[config.mk]
export PLATFORM = sky130hd
export DESIGN_NAME = region_xlate_unit
export DESIGN_NICKNAME = d
export VERILOG_FILES = /design/src/rtl/region_xlate_unit.sv
export SDC_FILE = /design/constraint.sdc
export NUM_CORES = 1
export LEC_CHECK = 0
export ABC_AREA = 1
export BUFFER_PORTS_ARGS = -buffer_cell sky130_fd_sc_hd__buf_4
export CORE_MARGIN = 2
export CORE_UTILIZATION = 50
export CTS_BUF_LIST = sky130_fd_sc_hd__clkbuf_2 sky130_fd_sc_hd__clkbuf_4 sky130_fd_sc_hd__clkbuf_8
export DETAILED_ROUTE_END_ITERATION = 6
export PLACE_DENSITY_LB_ADDON = 0.15
export SYNTH_ARGS = -nofsm -noshare
export SYNTH_HDL_FRONTEND = slang
export SYNTH_SLANG_ARGS = --single-unit
export TNS_END_PERCENT = 20
[constraint.sdc]
create_clock -name clk -period 1.3 [get_ports clk]
set_input_delay 0.065 -clock clk [delete_from_list [all_inputs] [get_ports clk]]
set_output_delay 0.065 -clock clk [all_outputs]
set_load 0.005 [all_outputs]
[src/rtl/region_xlate_unit.sv]
module region_xlate_unit #(
  parameter int AW          = 32,
  parameter int IDX_W       = 3,
  parameter int ATTR_W      = 4,
  parameter int CAUSE_W     = 6,
  parameter int RESET_ATTR  = 2,
  parameter int BYPASS_PAGE = 4096,
  parameter int CAUSE_FETCH = 20,
  parameter int CAUSE_LOAD  = 28,
  parameter int CAUSE_STORE = 29
) (
  input  logic               clk,
  input  logic               rst_n,
  input  logic               prot_en,
  input  logic [AW-1:0]      va,
  input  logic [1:0]         acc_type,
  input  logic               wr_en,
  input  logic               wr_side,
  input  logic [IDX_W-1:0]   wr_idx,
  input  logic [IDX_W-1:0]   wr_base,
  input  logic [ATTR_W-1:0]  wr_attr,
  output logic [AW-1:0]      pa,
  output logic [2:0]         perm,
  output logic [AW-1:0]      page_size,
  output logic               fault,
  output logic [CAUSE_W-1:0] cause
);
  localparam int N     = 1 << IDX_W;
  localparam int OFF_W = AW - IDX_W;

  logic [IDX_W-1:0]  ibase [N];
  logic [ATTR_W-1:0] iattr [N];
  logic [IDX_W-1:0]  dbase [N];
  logic [ATTR_W-1:0] dattr [N];

  always_ff @(posedge clk or negedge rst_n) begin
    if (!rst_n) begin
      for (int i = 0; i < N; i++) begin
        ibase[i] <= IDX_W'(i);
        dbase[i] <= IDX_W'(i);
        iattr[i] <= ATTR_W'(RESET_ATTR);
        dattr[i] <= ATTR_W'(RESET_ATTR);
      end
    end else if (wr_en) begin
      if (wr_side) begin
        dbase[wr_idx] <= wr_base;
        dattr[wr_idx] <= wr_attr;
      end else begin
        ibase[wr_idx] <= wr_base;
        iattr[wr_idx] <= wr_attr;
      end
    end
  end

  wire              is_fetch = (acc_type == 2'd2);
  wire [IDX_W-1:0]  ridx     = va[AW-1 -: IDX_W];
  wire [IDX_W-1:0]  sel_base = is_fetch ? ibase[ridx] : dbase[ridx];
  wire [ATTR_W-1:0] sel_attr = is_fetch ? iattr[ridx] : dattr[ridx];

  wire rw_ok = ((sel_attr < ATTR_W'(6)) && (sel_attr != ATTR_W'(3))) ||
               (sel_attr == ATTR_W'(14));
  wire x_ok  = (sel_attr >= ATTR_W'(1)) && (sel_attr <= ATTR_W'(5));

  logic granted;
  always_comb begin
    case (acc_type)
      2'd0:    granted = rw_ok;
      2'd1:    granted = rw_ok;
      2'd2:    granted = x_ok;
      default: granted = 1'b0;
    endcase
  end

  logic [CAUSE_W-1:0] deny_cause;
  always_comb begin
    if (is_fetch)                deny_cause = CAUSE_W'(CAUSE_FETCH);
    else if (acc_type == 2'd0)   deny_cause = CAUSE_W'(CAUSE_LOAD);
    else                         deny_cause = CAUSE_W'(CAUSE_STORE);
  end

  assign pa        = prot_en ? {sel_base, va[OFF_W-1:0]} : va;
  assign perm      = prot_en ? {x_ok, rw_ok, rw_ok} : 3'b111;
  assign page_size = prot_en ? (AW'(1) << OFF_W) : AW'(BYPASS_PAGE);
  assign fault     = prot_en && !granted;
  assign cause     = fault ? deny_cause : '0;
endmodule

==> impl_metrics.ini <==
[synth]
synthTopCellsByArea = dfrtp_1, dfstp_2, nand2_1
synth_edf_count = 0
synth_ff_type = dfrtp_1
avgSynthCellArea_um2 = 7.87
synth-seq-cells = 112
synth.largest_area_cell = dfrtp_1
yosysSeqAreaShare_pct = 47.9
synth_most_common_cell = nand2_1
synth.distinct_cells = 29
yosys_warnings = 0
synth_commonest_cells = nand2_1, o21ai_0, dfrtp_1, inv_1, buf_4
yosysTopAreaCellShare_pct = 30.3
async_reset_ff_share_pct = 100
synth.cell_area_um2 = 5950
syn_inst = 757

[floorplan]
rows = 39
die_area_um2 = 12800
ios = 123
initial_core_util_pct = 51.7
die_y_um = 113
core-area_um2 = 11500
dieWidth_um = 113

[setup_path]
slowest_stage = dfstp_2
path_common_cell = nand3_2
crit_chain = inv_1 -> nand2_1 -> nand3_2 -> nand3_2 -> nand3_2 -> nand2_2 -> buf_4 -> nand3_1 -> nand2_1 -> nand3_2 -> nand3_2 -> inv_2 -> buf_4
ff2ff_setup_slack_ps = 460
crit_required_ps = 1240
worstReg2RegStart = ibase[13]$_DFFE_PN1P_
slowest_delay_ps = 540
cp-end-kind = primary output
rr_worst_depth = 2
path_max_fanout = 3
cp.depth = 13
crit_type = reg -> out
worstPathArrival_ps = 2040
crit_buf_inv = 4
r2r_end = ibase[13]$_DFFE_PN1P_
startpoint_type = register
cpLargestDelayFamily = simple AND/OR/NAND/NOR gates

[route]
drt_iter0_drc = 336
drt-total-wl_mm = 15.1
route.top_layer_used = met4
vias_per_cell = 5.28
vias = 4874
wl_per_cell_um = 16.3
wl_met2_mm = 6.95
drt.antenna.violating_nets = 0
drc = 19
wl_met1_mm = 6.83
first_pass_iters = 7
wl_met3_um = 972

[power]
p_total_mw = 9.22
ir_drop_mv = 0.628
leakagePower_nw = 3.13
power.density_nw_per_um2 = 1410

[global_routing]
grt_util_all_layers_pct = 24.5
antenna_found_initial = 0
grt-ovfl-total = 0
grt_pass1_wl_mm = 24.4
grt_max_degree = 40
grt_pass1_vias = 4526

[clocking]
cts-root-buf = clkbuf_8
htreeDepth = 3
cts_tree = built
numCtsBuffers = 9
clkTransAtPathRegs_ps = 100
clockBufferDepth = 2
clock-sinks = 112
insertion_delay_ps = 380

[placement]
post-place-ws_ps = -311
place_area_um2 = 6120
dp_hpwl_mm = 10.3
portBuffers = 32
gp_congestion = 0.852

[sta]
rsz0062_at_grt = true
final-setup-viol-count = 11
finClkSkew_ps = 0
setup_ws_ps = -802
drv_slew = 0
min_period_ps = 2100
relSlewSlack_pct = 65.4
hold_violations = 0
fin_crit_sh_pct = 162
max_clock_freq_mhz = 476
worst_slew_pin_slew_ps = 519

[final_layout]
nNetsFinal = 824
syn_to_final_growth_pct = 9.88
drive_gt1_share_pct = 20.3
fin_area_um2 = 6540
n_antenna_cell = 0

[min_path]
hold_end = ibase[13]$_DFFE_PN1P_
hp-class = in -> reg
whs_path_depth = 6
min_from = wr_side

[run_status]
violations = design-rule violations, negative setup slack
run_status = complete, but fails checks

[job]
drv_cap = 0
what timing repair did:
item                       CTS  global route
hold endpoints to repair   107             0
setup endpoints to repair   11            11
pin swaps                    4             8
buffers inserted             0             2
hold buffers                 8             0
resized for setup            5            14
worst reg2reg max path, delay by kind of cell, from the launching register on:
| kind | cells | cell delay (ps) |
|---|---|---|
| DFF | 1 | 540 |
| buffers and inverters | 1 | 60 |
| AOI/OAI and AO/OA | 1 | 180 |
area by class of cell:
class | instances | area, um^2
fill | 1088 | 4970
clock buffer | 11 | 151
inverter | 73 | 277
tap | 143 | 179
sequential | 112 | 2850
timing repair buffer | 86 | 703
clock inverter | 5 | 103
multi-input combinational | 493 | 2280
state kept, by name (all words and copies together) (netlist names):
| register | cells |
|---|---|
| dattr | 32 |
| dbase | 24 |
| ibase | 24 |
| iattr | 32 |
metal layers:
layer | GRT usage, % | vias to the layer above
met2 | 37.5 | 199
met5 | 0 | -
met1 | 35.3 | 2284
met4 | 10.1 | 0
li1 | - | 2361
met3 | 3.21 | 30
power breakdown:
part | leakage (nW) | internal [mW] | total, mW | switching (mW)
Sequential | 1.32 | 4.42 | 4.76 | 0.346
Combinational | 1.68 | 0.772 | 1.89 | 1.12
Clock | 0.126 | 1.38 | 2.56 | 1.18
Total | 3.13 | 6.57 | 9.22 | 2.65
cells by family after synthesis:
logic type	Yosys count	share of synthesized area [%]
AO/OA/AOI/OAI	164	14.7
buffers and inverters	183	17.0
flip-flops	112	47.9
other	1	0.0630
AND/OR/NAND/NOR	297	20.4
worst max-delay path by stage:
stage,start,end
global route,dattr[13]$_DFFE_PN1P_,cause[0]
global placement,va[29],pa[31]
CTS,iattr[25]$_DFFE_PN1P_,cause[0]
detailed placement,va[30],cause[0]
finish,dattr[13]$_DFFE_PN1P_,fault
floorplan,dattr[5]$_DFFE_PN1P_,cause[2]
per-stage QoR:
stage	util, %	hold WS, ps	instances	setup TNS [ps]
global placement	53.2	-47.9	897	-2520
floorplan	-	-231	788	-571
finish	56.8	79.5	923	-7440
CTS	56.2	47.1	921	-7010
detailed placement	53.2	-45.5	897	-2810
global route	56.8	112	923	-8830
cell usage in the layout, fill, tap and decap left out, types with 2 or more instances in the layout:
cell type,count
a21oi_1,15
a31oi_1,2
buf_12,3
buf_4,75
bufinv_16,3
clkbuf_8,11
clkinv_1,2
conb_1,32
dfrtp_1,72
dfstp_2,40
dlygate4sd3_1,8
inv_1,67
inv_2,3
nand2_1,179
nand2_2,6
nand3_1,44
nand3_2,10
nand4_1,2
nor2_1,48
nor3_1,4
o211ai_1,9
o21ai_0,127
o21ai_1,3
o221ai_1,5
Power figures use the tool's default switching activity.
